<file path="src/rtl/seg_xlate.sv">
module seg_xlate #(
  parameter int SLOTS = 6,
  parameter int SW    = 3,
  parameter int AW    = 32,
  parameter int LW    = 20,
  parameter int PG    = 12
) (
  input  logic          clk,
  input  logic          rst_n,
  input  logic [AW-1:0] gdt_base,
  input  logic [AW-1:0] ldt_base,
  input  logic          ld_en,
  input  logic [SW-1:0] ld_slot,
  input  logic [15:0]   ld_sel,
  input  logic [AW-1:0] ld_base,
  input  logic [LW-1:0] ld_limit,
  input  logic          ld_gran,
  input  logic          ld_present,
  output logic [AW-1:0] desc_addr,
  input  logic          acc_en,
  input  logic [SW-1:0] acc_slot,
  input  logic [AW-1:0] acc_off,
  input  logic          paging_en,
  output logic          lin_valid,
  output logic [AW-1:0] lin_addr,
  output logic          phys_valid,
  output logic [AW-1:0] phys_addr,
  output logic [1:0]    fault
);
  localparam int NS = 2 ** SW;
  localparam logic [1:0] F_NONE = 2'd0, F_NULL = 2'd1, F_NP = 2'd2, F_LIM = 2'd3;

  logic [15:0]   sel_q  [NS];
  logic [AW-1:0] base_q [NS];
  logic [LW-1:0] lim_q  [NS];
  logic [NS-1:0] gran_q, pres_q;

  assign desc_addr = (ld_sel[2] ? ldt_base : gdt_base) + AW'({ld_sel[15:3], 3'b000});

  logic [15:0]   r_sel;
  logic [AW-1:0] r_eff, sum;
  logic [1:0]    cause;
  logic          ok;

  assign r_sel = sel_q[acc_slot];
  assign r_eff = gran_q[acc_slot] ? AW'({lim_q[acc_slot], {PG{1'b1}}}) : AW'(lim_q[acc_slot]);
  assign sum   = base_q[acc_slot] + acc_off;

  always_comb begin
    if (r_sel[15:2] == '0)         cause = F_NULL;
    else if (!pres_q[acc_slot])    cause = F_NP;
    else if (acc_off > r_eff)      cause = F_LIM;
    else                           cause = F_NONE;
  end
  assign ok = acc_en && (cause == F_NONE);

  always_ff @(posedge clk) begin
    if (!rst_n) begin
      for (int i = 0; i < NS; i++) begin
        sel_q[i]  <= '0;
        base_q[i] <= '0;
        lim_q[i]  <= '0;
      end
      gran_q <= '0;
      pres_q <= '0;
    end else if (ld_en && (int'(ld_slot) < SLOTS)) begin
      sel_q[ld_slot]  <= ld_sel;
      base_q[ld_slot] <= ld_base;
      lim_q[ld_slot]  <= ld_limit;
      gran_q[ld_slot] <= ld_gran;
      pres_q[ld_slot] <= ld_present;
    end
  end

  always_ff @(posedge clk) begin
    if (!rst_n) begin
      lin_valid  <= 1'b0;
      lin_addr   <= '0;
      phys_valid <= 1'b0;
      phys_addr  <= '0;
      fault      <= F_NONE;
    end else begin
      lin_valid  <= ok;
      lin_addr   <= ok ? sum : '0;
      phys_valid <= ok && !paging_en;
      phys_addr  <= (ok && !paging_en) ? sum : '0;
      fault      <= acc_en ? cause : F_NONE;
    end
  end

  p_fault_no_valid_r9: assert property (@(posedge clk) disable iff (!rst_n)
    (fault != F_NONE) |-> (!lin_valid && !phys_valid));
  p_phys_follows_lin_r8: assert property (@(posedge clk) disable iff (!rst_n)
    phys_valid |-> (lin_valid && phys_addr == lin_addr));
  p_paging_blocks_r8: assert property (@(posedge clk) disable iff (!rst_n)
    (acc_en && paging_en) |=> !phys_valid);
  p_idle_quiet_r9: assert property (@(posedge clk) disable iff (!rst_n)
    !acc_en |=> (!lin_valid && fault == F_NONE && lin_addr == '0));
  p_null_slot_r3: assert property (@(posedge clk) disable iff (!rst_n)
    (acc_en && sel_q[acc_slot][15:2] == '0) |=> (fault == F_NULL));
  p_high_slot_r2: assert property (@(posedge clk) disable iff (!rst_n)
    (int'(acc_slot) >= SLOTS && acc_en) |=> (fault == F_NULL));
endmodule

</file>
<file path="config.mk">
export PLATFORM = sky130hd
export DESIGN_NAME = seg_xlate
export DESIGN_NICKNAME = d
export VERILOG_FILES = /design/src/rtl/seg_xlate.sv
export SDC_FILE = /design/constraint.sdc
export NUM_CORES = 1
export LEC_CHECK = 0
export ABC_AREA = 1
export BUFFER_PORTS_ARGS = -buffer_cell sky130_fd_sc_hd__buf_2
export CAP_MARGIN = 30
export CORE_MARGIN = 3
export CORE_UTILIZATION = 60
export DETAILED_ROUTE_END_ITERATION = 10
export MAX_ROUTING_LAYER = met4
export PLACE_DENSITY = 0.91
export SKIP_LAST_GASP = 1
export SYNTH_ARGS = -nofsm -noshare
export SYNTH_HDL_FRONTEND = slang
export SYNTH_SLANG_ARGS = --single-unit
</file>
<file path="constraint.sdc">
create_clock -name clk -period 4.07 [get_ports clk]
set_input_delay 0.2035 -clock clk [delete_from_list [all_inputs] [get_ports clk]]
set_output_delay 0.2035 -clock clk [all_outputs]
set_load 0.005 [all_outputs]
</file>
After elaboration in Yosys (flattened, before gate mapping)

Memory sizes are Yosys's and may differ from the RTL's.
Cells that the tools add are included.

Add/subtract/negate cells: 2
$lt $le $gt $ge: 5
Multiplexer cells: 26
Reduce and logical (&&, ||, !) cells: 13

Operators with widths:

| cell                                                                                 | count |
|---|---|
| 32-bit 2-to-1 mux                                                                    | 3 |
| 32-bit by 16-bit adder with 32-bit output                                            | 1 |
| 32-bit adder                                                                         | 1 |
| 32-bit greater-than comparator                                                       | 1 |
| 32-bit OR reduction                                                                  | 1 |
| 20-bit 2-to-1 mux                                                                    | 1 |
| 20-bit OR reduction                                                                  | 1 |
| 8-bit bitwise mux                                                                    | 2 |
| 16-bit 2-to-1 mux                                                                    | 1 |
| 16-bit OR reduction                                                                  | 1 |
| 14-bit logical NOT                                                                   | 1 |
| 1-bit 2-to-1 mux                                                                     | 10 |
| 3-bit 2-to-1 mux                                                                     | 3 |
| 3-bit by 4-bit less-than comparator with 1-bit output (second input constant)        | 2 |
| 1-bit binary-select mux with 3-bit select                                            | 2 |
| 2-bit 2-to-1 mux                                                                     | 3 |
| 2-bit AND reduction                                                                  | 3 |
| 1-bit logical AND                                                                    | 4 |
| 1-bit demux with 3-bit select                                                        | 1 |
| 3-bit by 1-bit greater-or-equal comparator with 1-bit output (second input constant) | 1 |
| 3-bit less-than comparator (second input constant)                                   | 1 |
| 2-bit logical NOT                                                                    | 1 |
| 1-bit logical NOT                                                                    | 1 |

Bits in registers: 84
RAM bits: 544
Bits of input ports: 177
Word-level logic and storage cells: 56
Memories: 3

Memories:

| name   | depth | bits a word | read ports | clocked after Yosys merged registers in | write ports | line | source |
|---|---|---|---|---|---|---|---|
| base_q | 8     | 32          | 1          | 0                                       | 8           | 34   | `logic [AW-1:0] base_q [NS];` |
| lim_q  | 8     | 20          | 1          | 0                                       | 8           | 35   | `logic [LW-1:0] lim_q [NS];` |
| sel_q  | 8     | 16          | 1          | 0                                       | 8           | 33   | `logic [15:0] sel_q [NS];` |

Depth between registers and ports, before layout

Gate-level depths: netlist of the first run.

Depth after elaboration: 11
Depth in mapped cells: 26
Gate-level depth less buffers: 21

Least setup slack after synthesis of the first run

Ideal clock, no wire load.

Path kind: in2reg
Start point: input port acc_slot[0]
End point: register phys_addr[30]
Arrival: 2.980 ns
Required time: 3.958 ns
Setup slack: 0.978 ns
Cell stages on the path: 23
Path buffers: 5
Path through: buf_6 inv_2 buf_6 buf_4 buf_2 buf_2 o21ai_0 o22ai_1 nor2_1 a31oi_1 ha_1 inv_1 fa_1 inv_1 nand3_1 nand2_1 a21oi_1 o21ai_0 nand3_1 nand2_1 nand2_1 nand2_1 nor2_1

Word-level cells in the longest chain between the ends: 11

RTL lines:

| what                                      | line | source |
|---|---|---|
| from (decl)                               | 21   | `input logic [SW-1:0] acc_slot,` |
| 1-bit binary-select mux with 3-bit select | 46   | `assign r_eff = gran_q[acc_slot] ? AW'({lim_q[acc_slot], {PG{1'b1}}}) : AW'(lim_q[acc_slot]);` |
| 1-bit 2-to-1 mux (not written as such)    | 46   |  |
| 32-bit 2-to-1 mux                         | 46   |  |
| 32-bit greater-than comparator            | 52   | `else if (acc_off > r_eff) cause = F_LIM;` |
| 2-bit 2-to-1 mux                          | 52   |  |
| 2-bit 2-to-1 mux                          | 51   | `else if (!pres_q[acc_slot]) cause = F_NP;` |
| 2-bit 2-to-1 mux                          | 50   | `if (r_sel[15:2] == '0) cause = F_NULL;` |
| 2-bit logical NOT                         | 55   | `assign ok = acc_en && (cause == F_NONE);` |
| 1-bit logical AND                         | 55   |  |
| 1-bit logical AND                         | 86   | `phys_addr <= (ok && !paging_en) ? sum : '0;` |
| 2-bit AND reduction (no source line)      | n/a  |  |
| to (signal assigned)                      | 86   |  |
| to (decl)                                 | 27   | `output logic [AW-1:0] phys_addr,` |

Several ways; a longest one is shown, not always the timed one. The select of a mux whose other input is x is not followed.
A chain may end at the register's enable or synchronous reset.

Worst setup path after layout of the first run

Start point: register gran_q[6]
End point: register phys_addr[13]

Word-level cells in the longest chain between the ends: 11

RTL lines:

| what                                      | line | source |
|---|---|---|
| from (decl)                               | 36   | `logic [NS-1:0] gran_q, pres_q;` |
| from (signal, indexed assignment)         | 70   | `gran_q[ld_slot] <= ld_gran;` |
| 1-bit binary-select mux with 3-bit select | 46   |  |
| 1-bit 2-to-1 mux (not written as such)    | 46   |  |
| 32-bit 2-to-1 mux                         | 46   |  |
| 32-bit greater-than comparator            | 52   |  |
| 2-bit 2-to-1 mux                          | 52   |  |
| 2-bit 2-to-1 mux                          | 51   |  |
| 2-bit 2-to-1 mux                          | 50   |  |
| 2-bit logical NOT                         | 55   |  |
| 1-bit logical AND                         | 55   |  |
| 1-bit logical AND                         | 86   |  |
| 2-bit AND reduction (no source line)      | n/a  |  |

Every way passes these cells. The select of a mux whose other input is x is not followed.

==> results of run 1 <==
-- cell usage after synthesis (2+ instances only) --
| cell type | number |
|---|---|
| inv_2 | 2 |
| o22ai_1 | 63 |
| a31oi_1 | 44 |
| clkbuf_1 | 88 |
| xnor2_1 | 16 |
| or2_1 | 5 |
| nand3_1 | 46 |
| buf_2 | 21 |
| nor3_1 | 8 |
| buf_1 | 10 |
| dfxtp_1 | 84 |
| nand3b_1 | 6 |
| nor4_1 | 2 |
| mux2i_1 | 4 |
| nand4_1 | 9 |
| a21o_1 | 6 |
| o21ai_1 | 20 |
| nor2_1 | 955 |
| o21bai_1 | 11 |
| edfxtp_1 | 528 |
| a21boi_0 | 5 |
| clkinv_1 | 2 |
| nand2_1 | 316 |
| or2_2 | 7 |
| o21ai_0 | 254 |
| inv_1 | 192 |
| ha_1 | 76 |
| xor2_1 | 30 |
| fa_1 | 2 |
| o21ai_2 | 3 |
| a21oi_1 | 70 |
| buf_4 | 20 |
| o21a_1 | 10 |
| buf_6 | 5 |
| o211ai_1 | 3 |
-- what timing repair did --
| item | in CTS | in global routing |
|---|---|---|
| hold buffers | 46 | 0 |
| setup buffers | 0 | 0 |
| endpoints found under the hold margin | 209 | 0 |
-- registers in the layout, summed over array words and instances, names as in the netlist --
| signal | count |
|---|---|
| fault | 2 |
| phys_addr | 32 |
| base_q | 256 |
| phys_valid | 1 |
| lim_q | 160 |
| lin_valid | 1 |
| gran_q | 8 |
| sel_q | 112 |
| lin_addr | 32 |
| pres_q | 8 |
-- path summary, 6_finish.rpt --
kind,end
max,phys_addr[13]
max reg2reg,phys_addr[13]
min,sel_q[0][5]
min reg2reg,pres_q[6]
-- tightest hold or removal path, delay by kind of cell --
kind / cells / cell delay, ns
buffers and inverters: 2 / 0.21
AND/OR/NAND/NOR: 1 / 0.12
-- area by class of cell --
cell class,instances,share of cell area [%]
flip-flops and latches,612,52.8
multi-input cells,2113,30.1
repair buffers,372,7.40
clock buffers,72,4.59
well taps,607,2.29
inverters,196,2.23
clock inverters,30,0.595
diodes,1,0.00753
-- metrics by stage --
step | util, % | instances | hold WS (ns) | total power [mW]
floorplan | - | 3065 | 0.404 | 8.64
global placement | 66.1 | 3847 | 0.414 | 9.24
detailed placement | 66.4 | 3852 | 0.418 | 9.34
CTS | 71.1 | 4000 | 0.00111 | 14.3
global route | 71.2 | 4003 | 0.0315 | 14.8
finish | 71.2 | 4003 | 0.0200 | 14.4
-- power by group through the flow --
stage / Combinational [mW] / Sequential (mW) / Clock [mW]
6_report: 2.04 / 7.30 / 5.04
5_1_grt: 2.23 / 7.33 / 5.27
4_1_cts: 1.98 / 7.29 / 5.04
3_5_place_dp: 1.92 / 7.42 / 0
3_3_place_gp: 1.84 / 7.40 / 0
2_1_floorplan: 1.23 / 7.40 / 0
-- cells in the final DEF, fill, tap and decap left out, types with 44 or more instances in the layout --
cell	netlist	layout
nor2_1	955	955
edfxtp_1	528	528
nand2_1	316	304
buf_2	21	272
o21ai_0	254	254
inv_1	192	190
conb_1	1	132
dfxtp_1	84	84
ha_1	76	76
a21oi_1	70	70
o22ai_1	63	63
clkbuf_16	0	59
nand3_1	46	46
dlygate4sd3_1	0	46
a31oi_1	44	44
-- logic make-up after synthesis --
group | Yosys count
xor gates and xnor gates | 46
adders and majority gates | 78
buffers and inverters | 340
and+or+nand+nor | 1362
AOI/OAI and AO/OA | 491
muxes | 4
other | 1
DFF | 612
-- per-layer routing --
layer / vias to the layer above / wire [microns] / GRT usage [%] / share of wire [%]
met5: - / 0 / - / 0
met4: 0 / 4810 / 17.3 / 6.0
met3: 380 / 9500 / 5.45 / 12
met2: 1719 / 38700 / 53.8 / 48
met1: 10775 / 27900 / 38.8 / 34
li1: 10571 / - / - / -
==> results.md, run 1 <==
- Status: finished, final reports clean
- Congestion Overflow GR: 0
- Critical Path RT: 4.61 ns
- Worst-path clk slew: 0.07 ns
- WP depth: 15
- Power share of the clock group: 35.1%
- Post-synthesis compound-gate area fraction: 9.50%
- P&R area growth vs syn: 17.0%
- Most common cell on crit path: nand2_1
- Gate Count Post-Synth: around 3,000
- Final Cycle Share: 88.2%
- Post-synthesis cell type count: 46
- Sequential Power Share: 50.7%
- CTS tree: done
- Top_reg_cell synth: edfxtp_1
- CP endpoint kind: flip-flop
- Setup_tns: 0 ns
- Initial Util: between 60% and 70%
- Worst slack, placed: 0.192 ns
- Die X-Extent: 224 microns
- HP Class: in2reg
- CP startpoint kind: flip-flop
- Worst path cell trace: o21ai_0 -> o21ai_0 -> inv_1 -> o21ai_2 -> buf_4 -> nand2_1 -> ha_1 -> nand2_1 -> nor2_1 -> nand4_1 -> nor3b_2 -> nand4_1 -> nand2_1 -> nand4_4 -> nor2_1
- Sink Count: 612
- Post-DP HPWL: 49.1 mm
- WL final: just over 80 mm
- Switching share of power: 26.5%
- Pint: 10.6 mW
- Combinational share of power: 14.2%
- Fin area: between 0.03 and 0.04 sq mm
- Final period demand of the worst path: 3.59 ns
- Max IR drop VDD: ~0.35 mV
- Biggest area consumer among synthesized cells: edfxtp_1
- Largest family of logic cells by synthesized area: simple AND/OR/NAND/NOR gates
- # rows: 79
- Drt wl/cell: 20.2 microns
- Filler instances: 3,058
- Die extent in y: approximately 220 microns
- R2R Path Start: gran_q[6]
- RSZ-0062 raised after global routing: false
- Number of global-route vias before repair: approximately 23,000
- Skew-Pair Late Insertion Delay: 0.63 ns
- Top Family by Delay on Critical Path: simple AND/OR/NAND/NOR gates
- Post-synth EDFFs: between 500 and 600
- Critical path peak fanout: 40
- DRT Pass-1 Iters: 6
- Synth async-reset ratio: 0%
- DRC viols: 0
- Post-Synth Simple-Gate Area: about a fifth
- GP Congestion: 0.984
- Vias: 23,445
- Die area: 0.0500 sq mm
- DR vias/cell: 5.86
- H-tree Lvls: 2
- Leak Pwr: 13.9 nW
- Synth Area in Adders: 3.49%
- Achievable Freq: 279 MHz
- Synth area leaders: edfxtp_1, nor2_1, dfxtp_1, o21ai_0, nand2_1
- Reg2Reg Depth: 15
- Setup CP Type: reg2reg
- Synthesized area: 0.0284 sq mm
- CP max stage delay: 0.43 ns
- Clk root buf: clkbuf_16
- Max-cap viol count: 0
- Crit path DAT: 4.13 ns
- Ports: ~280
- R2R setup slack: 0.48 ns
- Worst setup path start: gran_q[6]
- Layout cells sized above 1: 12.9%
- CP Buf/Inv Count: 2
- Global Route Usage Sum: 32.6%
- Num CTS Buffers: 58
- Worst slew pin tran: 1.07 ns
- Final hold violation count: 0
- YS warnings: 0
- Core box area: 0.0467 sq mm
- Synth Area in XOR/XNOR: 1.42%
- Antenna violations before repair: 1
- First-pass GRT wire length: 123 mm
- #FFs+latches synth: between 600 and 700
- Fin worst setup slack: 0.480 ns
- Net Sw Power: 3.81 mW
- Worst hold start: ld_sel[5]
- Largest net degree at the start of global routing: 93
- Post-cts repair resize count: 0
- Max-slew violation count: 0
- Register area: 0.0175 sq mm
- Multiplexer share of the synthesized area: 0.141%
- Area of the multi-input gates: ~0.01 sq mm
- WHS Path Cells: 3
- Buffers on Ports: 274
- Top cell type's share of synthesized area: between 50 and 60%
- Worst path slowest cell: nand4_4
- Register area share after synthesis: 61.7%
- Post-route ant nets: 0
- Max clock buf depth: 3
- Clock skew: 0.0154 ns
- Mean Syn Cell Area: 9.68 sq um
- Placed inst area: 0.0310 sq mm
- Endpoints failing setup: 0
- Power Dens Cells: about 430 mW/mm^2
- Initial detailed-routing violation count: 2,981
- # nets final: 3,608
- Slew HR: between 20 and 30%
No activity file was read; power rests on OpenSTA's default activity.
==> inputs of run 2 (changes only) <==
--- a/config.mk
+++ b/config.mk
@@ -9,10 +9,10 @@
 export BUFFER_PORTS_ARGS = -buffer_cell sky130_fd_sc_hd__buf_2
 export CAP_MARGIN = 30
 export CORE_MARGIN = 3
-export CORE_UTILIZATION = 60
+export CORE_UTILIZATION = 35
 export DETAILED_ROUTE_END_ITERATION = 10
 export MAX_ROUTING_LAYER = met4
-export PLACE_DENSITY = 0.91
+export PLACE_DENSITY = 0.62
 export SKIP_LAST_GASP = 1
 export SYNTH_ARGS = -nofsm -noshare
 export SYNTH_HDL_FRONTEND = slang
==> results.md, run 2 (synthesis results as in run 1) <==
- Sink Count: 612
- Max IR drop VDD: around 0.28 mV
- GP Congestion: 0.943
- First-pass GRT wire length: 123 mm
- Vias: 21,801
- Final Cycle Share: 82.7%
- # rows: about 100
- Max-cap viol count: 0
- Buffers on Ports: 274
- CP startpoint kind: flip-flop
- H-tree Lvls: 3
- Biggest regs: base_q: 256 flops, lim_q: 160 flops, sel_q: 112 flops
- Achievable Freq: 297 MHz
- HP Class: in2reg
- Reg with most FFs: base_q
- Worst slack, placed: 0.417 ns
- Initial Util: between 30% and 40%
- Crit path DAT: about 3.9 ns
- DRT Pass-1 Iters: 5
- Post-CTS Setup Bufs: 0
- WHS Path Cells: 3
- Core box area: about 0.080 sq mm
- Clk root buf: clkbuf_16
- Endpoints failing setup: 0
- Max clock buf depth: 3
- Clock skew: 0.0182 ns
- Leak Pwr: 14.3 nW
- Layout cells sized above 1: 14.0%
- Global Route Usage Sum: 19.4%
- Max reg flops: 256
- R2R setup slack: 0.70 ns
- P&R area growth vs syn: 20.9%
- Congestion Overflow GR: 0
- # nets final: 3,614
- Skew-Pair Late Insertion Delay: 0.60 ns
- Power Dens Cells: between 400 and 500 mW/mm^2
- Setup_tns: 0 ns
- Drt wl/cell: 18.2 microns
- Number of global-route vias before repair: roughly 21,000
- CTS Hold Bufs: 30
- Placed Cells: 4,310
- Status: finished, final reports clean
- Reg2Reg Depth: 20
- CP endpoint kind: flip-flop
- Post-cts repair resize count: 0
- Num CTS Buffers: 67
- Final period demand of the worst path: 3.37 ns
- Slew HR: 33.6%
- Fin worst setup slack: 0.703 ns
- Final hold violation count: 0
- Setup CP Type: reg2reg
- Most frequent cells in the layout: nor2_1, edfxtp_1, nand2_1, buf_2, o21ai_0
- Die extent in y: 291 microns
- Post-route ant nets: 0
- Critical path peak fanout: 18
- Worst-path clk slew: 0.06 ns
- DRC viols: 0
- Initial detailed-routing violation count: ~1,600
- CTS tree: done
- Antenna violations before repair: 5
- Die area: 0.0846 sq mm
- Largest net degree at the start of global routing: 78
- WL final: 81.4 mm
- Die X-Extent: 291 microns
- Commonest non-fill, non-tap cell in the layout: nor2_1
- DR vias/cell: 4.88
- Max-slew violation count: 0
- Layout Cells excl Fill: 4,469
- Worst slew pin tran: 0.995 ns
- RSZ-0062 raised after global routing: false
- Post-DP HPWL: 53.3 mm
- Critical Path RT: 4.59 ns
- Ports: 277
run 2: final timing paths:
path	to	start
worst min register to register	gran_q[6]	gran_q[6]
worst max register to register	phys_addr[20]	gran_q[5]
worst min-delay path	base_q[4][23]	ld_base[23]
worst max-delay path	phys_addr[20]	gran_q[5]
run 2: power breakdown:
part | leakage, nW | internal (mW) | switching (mW) | total [mW]
registers | 5.76 | 7.19 | 0.0842 | 7.28
logic | 7.37 | 0.665 | 1.36 | 2.02
clock network | 1.13 | 3.80 | 2.46 | 6.26
total | 14.3 | 11.7 | 3.90 | 15.6
run 2: per-layer routing:
metal	wire, microns	vias to the layer above	GRT usage, %
met5	0	-	-
met4	2160	0	5.61
met3	5780	124	3.89
met2	37900	787	30.7
met1	35600	10272	25.4
li1	-	10618	-
run 2: critical path, cell delays in order, from the launching register on:
cell and delay, ns:
dfxtp_1 0.30, inv_1 0.05, a21oi_1 0.10, o21ai_0 0.12, o21ai_0 0.10, inv_1 0.06
o21ai_2 0.44, buf_4 0.31, nand2_1 0.07, o21ai_1 0.13, ha_1 0.29, a21oi_1 0.17
o21ai_0 0.09, nand2_1 0.06, a21oi_1 0.05, nor2_1 0.09, nand2_1 0.12, nand2_1 0.18
nand4_4 0.20, buf_4 0.25, nor2_1 0.11
run 2: metrics by stage:
step | total power, mW | hold slack [ns] | instance area [sq um] | util (%)
2_1_floorplan | 8.64 | 0.404 | 28900 | -
3_3_place_gp | 9.38 | 0.413 | 31600 | 39.7
3_5_place_dp | 9.41 | 0.415 | 31700 | 39.9
4_1_cts | 15.7 | 0.00675 | 34300 | 43.1
5_1_grt | 16.2 | 0.0203 | 34300 | 43.1
6_report | 15.6 | 0.0188 | 34300 | 43.1
run 2: area by class of cell:
cell class              instances  area (sq um)
inverters                     196           743
flip-flops and latches        612         17500
diodes                          8          20.0
clock inverters                32           393
multi-input cells            2113         10000
fillers                      7691         45300
repair buffers                369          2410
clock buffers                  89          1900
well taps                    1050          1310
